`config.mk`:
```
export PLATFORM = sky130hd
export DESIGN_NAME = ilv_dma
export DESIGN_NICKNAME = d
export VERILOG_FILES = /design/src/rtl/ilv_dma_pkg.sv /design/src/rtl/ilv_dma_arb.sv /design/src/rtl/ilv_dma_chan.sv /design/src/rtl/ilv_dma_eng.sv /design/src/rtl/ilv_dma.sv
export SDC_FILE = /design/constraint.sdc
export NUM_CORES = 1
export LEC_CHECK = 0
export BUFFER_PORTS_ARGS = -buffer_cell sky130_fd_sc_hd__buf_2
export CAP_MARGIN = 0
export CORE_MARGIN = 2
export CORE_UTILIZATION = 45
export DETAILED_ROUTE_END_ITERATION = 7
export HOLD_SLACK_MARGIN = 0.12
export PLACE_DENSITY = 0.75
export SLEW_MARGIN = 20
export SYNTH_ARGS = -nofsm -noshare
export SYNTH_HDL_FRONTEND = slang
export SYNTH_HIERARCHICAL = 1
export SYNTH_SLANG_ARGS = --single-unit
```
`constraint.sdc`:
```
create_clock -name clk -period 5.3 [get_ports clk]
set_clock_uncertainty 0.1 [all_clocks]
set_input_delay 0 -clock clk [delete_from_list [all_inputs] [get_ports clk]]
set_output_delay 0 -clock clk [all_outputs]
set_load 0.03 [all_outputs]
```
`src/rtl/ilv_dma_pkg.sv`:
```
package ilv_dma_pkg;

   // bus engine phases
   typedef enum logic [1:0] {
      ENG_IDLE = 2'd0,
      ENG_RD   = 2'd1,
      ENG_WR   = 2'd2,
      ENG_GAP  = 2'd3
   } eng_st_e;

endpackage

```
`src/rtl/ilv_dma_arb.sv`:
```
// Round-robin selector: the channel after the last granted one has priority.
module ilv_dma_arb #(
   parameter int NCH  = 2,
   parameter int CH_W = 1
) (
   input  logic            clk,
   input  logic            rst_n,
   input  logic [NCH-1:0]  pend,
   input  logic            take,
   output logic            gnt_vld,
   output logic [CH_W-1:0] gnt_idx
);

   logic [CH_W-1:0] last_q;

   // scan from farthest to nearest so the nearest pending channel wins
   always_comb begin
      gnt_vld = 1'b0;
      gnt_idx = '0;
      for (int k = NCH; k >= 1; k--) begin
         if (pend[(int'(last_q) + k) % NCH]) begin
            gnt_vld = 1'b1;
            gnt_idx = CH_W'((int'(last_q) + k) % NCH);
         end
      end
   end

   always_ff @(posedge clk or negedge rst_n) begin
      if (!rst_n)    last_q <= CH_W'(NCH - 1);
      else if (take) last_q <= gnt_idx;
   end

endmodule

```
`src/rtl/ilv_dma_chan.sv`:
```
// Per-channel state: source pointer, loop counter, arming, pending request, interrupts.
module ilv_dma_chan #(
   parameter int AW     = 32,
   parameter int SOFF_W = 16,
   parameter int ADJ_W  = 32,
   parameter int ITER_W = 8
) (
   input  logic              clk,
   input  logic              rst_n,
   input  logic              load,
   input  logic [AW-1:0]     base,
   input  logic [SOFF_W-1:0] elem_off,
   input  logic [ADJ_W-1:0]  minor_adj,
   input  logic [ADJ_W-1:0]  major_adj,
   input  logic [ITER_W-1:0] major_len,
   input  logic              relink,
   input  logic              req,
   input  logic              take,
   input  logic              step,
   input  logic              last_elem,
   output logic [AW-1:0]     src,
   output logic              pend,
   output logic              irq_half,
   output logic              irq_done
);

   localparam int IW1 = ITER_W + 1;

   logic              armed_q, pend_q, half_q, done_q;
   logic [AW-1:0]     src_q;
   logic [ITER_W-1:0] iter_q;

   logic              loop_end, last_iter, half_hit;
   logic [IW1-1:0]    iter_nx;
   logic [AW-1:0]     off_x, min_x, maj_x, src_step, src_nx;

   assign loop_end  = step & last_elem;
   assign iter_nx   = {1'b0, iter_q} + IW1'(1);
   assign last_iter = iter_nx >= {1'b0, major_len};
   assign half_hit  = (major_len >= ITER_W'(2)) && (iter_nx == {1'b0, (major_len >> 1)});

   // sign extension of stride and rewinds onto the address width
   assign off_x    = AW'($signed(elem_off));
   assign min_x    = AW'($signed(minor_adj));
   assign maj_x    = AW'($signed(major_adj));
   assign src_step = src_q + off_x;
   assign src_nx   = loop_end ? (src_step + (last_iter ? maj_x : min_x)) : src_step;

   always_ff @(posedge clk or negedge rst_n) begin
      if (!rst_n) begin
         armed_q <= 1'b0;
         pend_q  <= 1'b0;
         half_q  <= 1'b0;
         done_q  <= 1'b0;
         src_q   <= '0;
         iter_q  <= '0;
      end else if (load) begin
         armed_q <= 1'b1;
         pend_q  <= 1'b0;
         half_q  <= 1'b0;
         done_q  <= 1'b0;
         src_q   <= base;
         iter_q  <= '0;
      end else begin
         half_q <= loop_end & half_hit;
         done_q <= loop_end & last_iter;
         if (step) src_q <= src_nx;
         if (loop_end) iter_q <= last_iter ? '0 : ITER_W'(iter_nx);
         if (loop_end && last_iter && !relink) begin
            armed_q <= 1'b0;
            pend_q  <= 1'b0;
         end else if (!armed_q) begin
            pend_q <= 1'b0;
         end else begin
            pend_q <= (pend_q & ~take) | req;
         end
      end
   end

   assign src      = src_q;
   assign pend     = pend_q;
   assign irq_half = half_q;
   assign irq_done = done_q;

endmodule

```
`src/rtl/ilv_dma_eng.sv`:
```
// Shared bus engine: runs one minor loop at a time, read then write per element.
module ilv_dma_eng
   import ilv_dma_pkg::*;
#(
   parameter int NCH         = 2,
   parameter int CH_W        = 1,
   parameter int AW          = 32,
   parameter int DW          = 32,
   parameter int ELEM_W      = 6,
   parameter int THR_W       = 4,
   parameter bit THROTTLE_EN = 1'b1
) (
   input  logic                         clk,
   input  logic                         rst_n,
   input  logic                         gnt_vld,
   input  logic [CH_W-1:0]              gnt_idx,
   input  logic [NCH-1:0][ELEM_W-1:0]   minor_len,
   input  logic [NCH-1:0][THR_W-1:0]    thr,
   input  logic [NCH-1:0][AW-1:0]       dst,
   input  logic [AW-1:0]                act_src,
   input  logic [DW-1:0]                rd_data,
   output logic                         take,
   output logic [CH_W-1:0]              act_idx,
   output logic                         step,
   output logic                         last_elem,
   output logic                         rd_en,
   output logic [AW-1:0]                rd_addr,
   output logic                         wr_en,
   output logic [AW-1:0]                wr_addr,
   output logic [DW-1:0]                wr_data
);

   eng_st_e           st_q;
   logic [CH_W-1:0]   act_q;
   logic [ELEM_W-1:0] left_q;
   logic [THR_W-1:0]  gap_q;
   logic              fin_q;
   logic [THR_W-1:0]  thr_act;

   generate
      if (THROTTLE_EN) begin : g_thr
         assign thr_act = thr[act_q];
      end else begin : g_nothr
         assign thr_act = '0;
      end
   endgenerate

   assign take      = (st_q == ENG_IDLE) && gnt_vld;
   assign act_idx   = act_q;
   assign rd_en     = (st_q == ENG_RD);
   assign rd_addr   = act_src;
   assign wr_en     = (st_q == ENG_WR);
   assign wr_addr   = dst[act_q];
   assign wr_data   = rd_data;
   assign step      = wr_en;
   assign last_elem = (left_q <= ELEM_W'(1));

   always_ff @(posedge clk or negedge rst_n) begin
      if (!rst_n) begin
         st_q   <= ENG_IDLE;
         act_q  <= '0;
         left_q <= '0;
         gap_q  <= '0;
         fin_q  <= 1'b0;
      end else begin
         unique case (st_q)
            ENG_IDLE: begin
               if (gnt_vld) begin
                  act_q  <= gnt_idx;
                  left_q <= minor_len[gnt_idx];
                  st_q   <= ENG_RD;
               end
            end
            ENG_RD: st_q <= ENG_WR;
            ENG_WR: begin
               left_q <= left_q - ELEM_W'(1);
               fin_q  <= last_elem;
               if (thr_act != '0) begin
                  gap_q <= thr_act;
                  st_q  <= ENG_GAP;
               end else begin
                  st_q <= last_elem ? ENG_IDLE : ENG_RD;
               end
            end
            ENG_GAP: begin
               gap_q <= gap_q - THR_W'(1);
               if (gap_q <= THR_W'(1)) st_q <= fin_q ? ENG_IDLE : ENG_RD;
            end
            default: st_q <= ENG_IDLE;
         endcase
      end
   end

endmodule

```
`src/rtl/ilv_dma.sv`:
```
// Top: per-channel state, round-robin selection and the shared bus engine.
module ilv_dma #(
   parameter int NCH         = 2,
   parameter int AW          = 32,
   parameter int DW          = 32,
   parameter int SOFF_W      = 16,
   parameter int ADJ_W       = 32,
   parameter int ELEM_W      = 6,
   parameter int ITER_W      = 8,
   parameter int THR_W       = 4,
   parameter bit THROTTLE_EN = 1'b1
) (
   input  logic                       clk,
   input  logic                       rst_n,
   input  logic [NCH-1:0]             cfg_load,
   input  logic [NCH-1:0][AW-1:0]     cfg_src_base,
   input  logic [NCH-1:0][AW-1:0]     cfg_dst_addr,
   input  logic [NCH-1:0][SOFF_W-1:0] cfg_elem_off,
   input  logic [NCH-1:0][ELEM_W-1:0] cfg_minor_len,
   input  logic [NCH-1:0][ITER_W-1:0] cfg_major_len,
   input  logic [NCH-1:0][ADJ_W-1:0]  cfg_minor_adj,
   input  logic [NCH-1:0][ADJ_W-1:0]  cfg_major_adj,
   input  logic [NCH-1:0]             cfg_relink,
   input  logic [NCH-1:0][THR_W-1:0]  cfg_throttle,
   input  logic [NCH-1:0]             req,
   output logic                       rd_en,
   output logic [AW-1:0]              rd_addr,
   input  logic [DW-1:0]              rd_data,
   output logic                       wr_en,
   output logic [AW-1:0]              wr_addr,
   output logic [DW-1:0]              wr_data,
   output logic [NCH-1:0]             irq_half,
   output logic [NCH-1:0]             irq_done
);

   localparam int CH_W = (NCH > 1) ? $clog2(NCH) : 1;

   generate
      if (NCH < 1)                    begin : g_bad_nch  $error("NCH must be at least 1");            end
      if (AW < 8 || AW > 64)          begin : g_bad_aw   $error("AW must be within 8..64");           end
      if (SOFF_W < 2 || SOFF_W > AW)  begin : g_bad_soff $error("SOFF_W must be within 2..AW");       end
      if (ADJ_W < 2 || ADJ_W > AW)    begin : g_bad_adj  $error("ADJ_W must be within 2..AW");        end
      if (ELEM_W < 1 || ITER_W < 2)   begin : g_bad_cnt  $error("loop counter widths are too narrow"); end
      if (THR_W < 1)                  begin : g_bad_thr  $error("THR_W must be at least 1");          end
   endgenerate

   logic [NCH-1:0]         pend;
   logic [NCH-1:0][AW-1:0] src_all;
   logic                   gnt_vld, take, step, last_elem;
   logic [CH_W-1:0]        gnt_idx, act_idx;

   ilv_dma_arb #(.NCH(NCH), .CH_W(CH_W)) u_arb (
      .clk(clk), .rst_n(rst_n), .pend(pend), .take(take),
      .gnt_vld(gnt_vld), .gnt_idx(gnt_idx)
   );

   ilv_dma_eng #(
      .NCH(NCH), .CH_W(CH_W), .AW(AW), .DW(DW), .ELEM_W(ELEM_W),
      .THR_W(THR_W), .THROTTLE_EN(THROTTLE_EN)
   ) u_eng (
      .clk(clk), .rst_n(rst_n), .gnt_vld(gnt_vld), .gnt_idx(gnt_idx),
      .minor_len(cfg_minor_len), .thr(cfg_throttle), .dst(cfg_dst_addr),
      .act_src(src_all[act_idx]), .rd_data(rd_data),
      .take(take), .act_idx(act_idx), .step(step), .last_elem(last_elem),
      .rd_en(rd_en), .rd_addr(rd_addr), .wr_en(wr_en), .wr_addr(wr_addr),
      .wr_data(wr_data)
   );

   generate
      for (genvar c = 0; c < NCH; c++) begin : g_ch
         logic is_act, is_gnt;
         assign is_act = (act_idx == CH_W'(c));
         assign is_gnt = (gnt_idx == CH_W'(c));

         ilv_dma_chan #(.AW(AW), .SOFF_W(SOFF_W), .ADJ_W(ADJ_W), .ITER_W(ITER_W)) u_chan (
            .clk(clk), .rst_n(rst_n), .load(cfg_load[c]),
            .base(cfg_src_base[c]), .elem_off(cfg_elem_off[c]),
            .minor_adj(cfg_minor_adj[c]), .major_adj(cfg_major_adj[c]),
            .major_len(cfg_major_len[c]), .relink(cfg_relink[c]),
            .req(req[c]), .take(take & is_gnt),
            .step(step & is_act), .last_elem(last_elem),
            .src(src_all[c]), .pend(pend[c]),
            .irq_half(irq_half[c]), .irq_done(irq_done[c])
         );
      end
   endgenerate

endmodule

```
==> flow_summary.yaml <==
run_status:
  outcome: "finished, final reports clean"
route:
  drtPass1Iterations: 6
  drc: 0
  drtIter0Drc: 1255
  via_per_inst: 5.84
  num_vias: 15900
  wl_per_cell_um: 19.6
  wl_um: 53500
  drtAntennaViolNets: 0
setup_path:
  cp.required_ps: 5400
  reg2reg_depth: 21
  timing.critical_path.mode_cell: "buf_4"
  critical_path_class: "register to register"
  max_stage_delay_ps: 470
  cp_slowest_cell: "o41a_4"
  cp-end-kind: "register"
  cp-start-kind: "register"
  crit_fanout: 4
  worstPathArrival_ps: 5230
  path_cells: "and4_4 -> nand4_1 -> xnor2_2 -> ha_1 -> or2_1 -> o41a_4 -> mux2_2 -> ha_2 -> fa_2 -> a21o_1 -> a221oi_4 -> a21oi_2 -> o221ai_2 -> o21ai_2 -> a32oi_2 -> buf_4 -> buf_4 -> o21ai_0 -> xor2_1 -> mux2i_1 -> a21oi_1"
  rrSetupSlack_ps: 180
pwr:
  cellPowerDensity_mw_per_mm2: 311
  ir_drop_uv: 147
  leakagePower_nw: 8.89
synth:
  synth_fp_nets: 2314
  synth_top_area_share_pct: 17.3
  synth_area_leader_cell: "dfrtp_1"
  postSynth.asyncResetShare_pct: 100
  yosys-top-cells-area: "dfrtp_1 (17%), ha_1 (12%), mux2_2 (7.8%)"
  synthFlopType: "dfrtp_1"
  synth_commonest_cells: "a21oi_1 (152), nand2_1 (147), ha_1 (146)"
  syn_area_mm2: 0.0148
  synth_warnings: 6
  ys_ff_latch: 103
  yosys.cell_count.top_type: "a21oi_1"
  synth_edf_count: 0
  syn_inst: 1800
  seq_area_frac_synth_pct: 17.5
  synth_area_per_cell_um2: 8.20
  yosysUniqueCellTypes: 109
timing:
  min_period_over_period_pct: 96.6
  slew_headroom_pct: 28.8
  post-route-min-period_ps: 5120
  timing.final.hold_violations: 0
  finalSetupViolCount: 0
  tightest_slew_ps: 1070
  fmax_ghz: 0.195
  slew_violations: 0
  setup_slack_ps: 179
die:
  placeableCoreArea_mm2: 0.0325
  start_util_pct: 45.5
  die-area_mm2: 0.0343
  ioPinCount: 466
  rows: 66
  die_height_um: 185
  die_x_um: 185
cts:
  htreeDepth: 3
  clk_latency_ps: 360
  cts_tree: "done"
  cts_buffers: 9
  clkSinkCount: 103
  clk_pin_slew_ps: 80
  clock_path_buffers: 2
  cts-root-buf: "clkbuf_16"
global_routing:
  grt_antenna_before_repair: 7
  grt_overflow_total: 0
  grt_pass1_vias: 15200
  grt_start_max_net_pins: 74
  track_usage_pct: 30.0
  grt_pass1_wl_um: 80200
placement:
  place_congestion: 0.984
  io_buffers: 401
  dpl.hpwl_um: 41300
  place_ws_ps: -64.8
  dp.cells: 2549
final_layout:
  drive_gt1_share_pct: 30.7
  syn_to_final_growth_pct: 28.2
  nets: 2783
  instances_no_fill: 2722
flow_run:
  max_cap_viol_count: 0
worst_hold_path:
  holdCritPathClass: "input pin to async pin"
==> worst paths after layout <==
path	end	startpoint
setup / recovery	g_ch[0].u_chan/src[22]$_DFFE_PN0P_	g_ch[0].u_chan/iter_q[4]$_DFFE_PN0P_
hold / removal	g_ch[1].u_chan/irq_half$_DFF_PN0_	rst_n
setup reg to reg	g_ch[0].u_chan/src[22]$_DFFE_PN0P_	g_ch[0].u_chan/iter_q[4]$_DFFE_PN0P_
hold reg to reg	g_ch[1].u_chan/armed_q$_DFFE_PN0P_	g_ch[1].u_chan/armed_q$_DFFE_PN0P_
max in group asynchronous	g_ch[0].u_chan/iter_q[2]$_DFFE_PN0P_	rst_n
min in group clk	u_eng/gap_q[1]$_DFFE_PN0P_	cfg_throttle[0]
==> routing by layer <==
| metal | vias to the layer above | part of all wire, % | GRT usage [%] |
|---|---|---|---|
| met3 | 125 | 7.8 | 4.31 |
| li1 | 7527 | - | - |
| met4 | 2 | 4.0 | 13.5 |
| met2 | 782 | 46 | 49.0 |
| met1 | 7460 | 42 | 39.3 |
| met5 | - | 0.017 | 0 |
==> cells in the final DEF, fill, tap and decap left out, drive strengths merged, types with 19 or more instances in the layout <==
master and count:
o21bai 21, o21ai 98, a21oi 154, nor2 121
ha 146, nand4 23, a211oi 22, mux2 131
a21o 77, inv 71, nand2b 19, nor3 38
nand3 42, nand2 148, nor2b 21, buf 461
o22ai 19, xor2 43, dfrtp 102, dlygate4sd3 132
mux2i 35, xnor2 87
==> per-stage QoR <==
stage / hold slack (ps) / instance area [um^2] / utilization, % / total power, mW / setup TNS, ps
after floorplan: -396 / 14800 / - / 3.96 / -0.0711
after global placement: -99.8 / 16900 / 51.9 / 4.72 / 0
after detailed placement: -99.8 / 16900 / 51.9 / 4.79 / -105
after CTS: 122 / 18600 / 57.4 / 5.71 / 0
after global routing: 138 / 18900 / 58.3 / 6.30 / -66.5
final: 113 / 18900 / 58.3 / 5.89 / 0
==> cells by family after synthesis <==
group	Yosys count	share of synthesized area [%]
DFF	103	17.5
xor gates and xnor gates	130	7.71
buffers and inverters	204	7.46
muxes	166	13.2
and+or+nand+nor	501	16.7
AOI/OAI and AO/OA	546	24.6
adders and majority gates	150	12.9
==> area by class of cell <==
class / count / area (um^2)
repair buffers: 594 / 3830
well taps: 442 / 553
inverters: 68 / 255
clock inverters: 5 / 46.3
multi-input cells: 1493 / 11400
flip-flops and latches: 103 / 2580
fillers: 2936 / 13500
diodes: 6 / 15.0
clock buffers: 11 / 253
==> critical path, delay by kind of cell, from the launching register on <==
| family | cells | cell delay [ps] |
|---|---|---|
| buffers and inverters | 2 | 280 |
| adder cells (fa/ha/maj) | 3 | 800 |
| XOR/XNOR | 2 | 350 |
| AND/OR/NAND/NOR | 3 | 650 |
| flip-flops | 1 | 430 |
| AO/OA/AOI/OAI | 9 | 1920 |
| multiplexers | 2 | 440 |
==> what timing repair did <==
action,4_1_cts,5_1_grt
pin swaps,14,27
hold buffers,132,0
gates cloned,1,0
setup buffers,7,12
gates resized for setup,12,42
setup endpoints to repair,3,30
hold endpoints to repair,166,0
==> sequential cells by signal, summed over array words and instances, names as in the netlist, 4 cells and up <==
| name | count |
|---|---|
| u_eng/left_q | 6 |
| g_ch.u_chan/iter_q | 16 |
| u_eng/gap_q | 4 |
| g_ch.u_chan/src | 64 |
==> report_power, final <==
group | internal, mW | total, mW | switching, mW
Sequential | 0.892 | 1.03 | 0.142
Combinational | 1.85 | 4.15 | 2.30
Clock | 0.356 | 0.706 | 0.350
(Power assumes the default switching activity.)
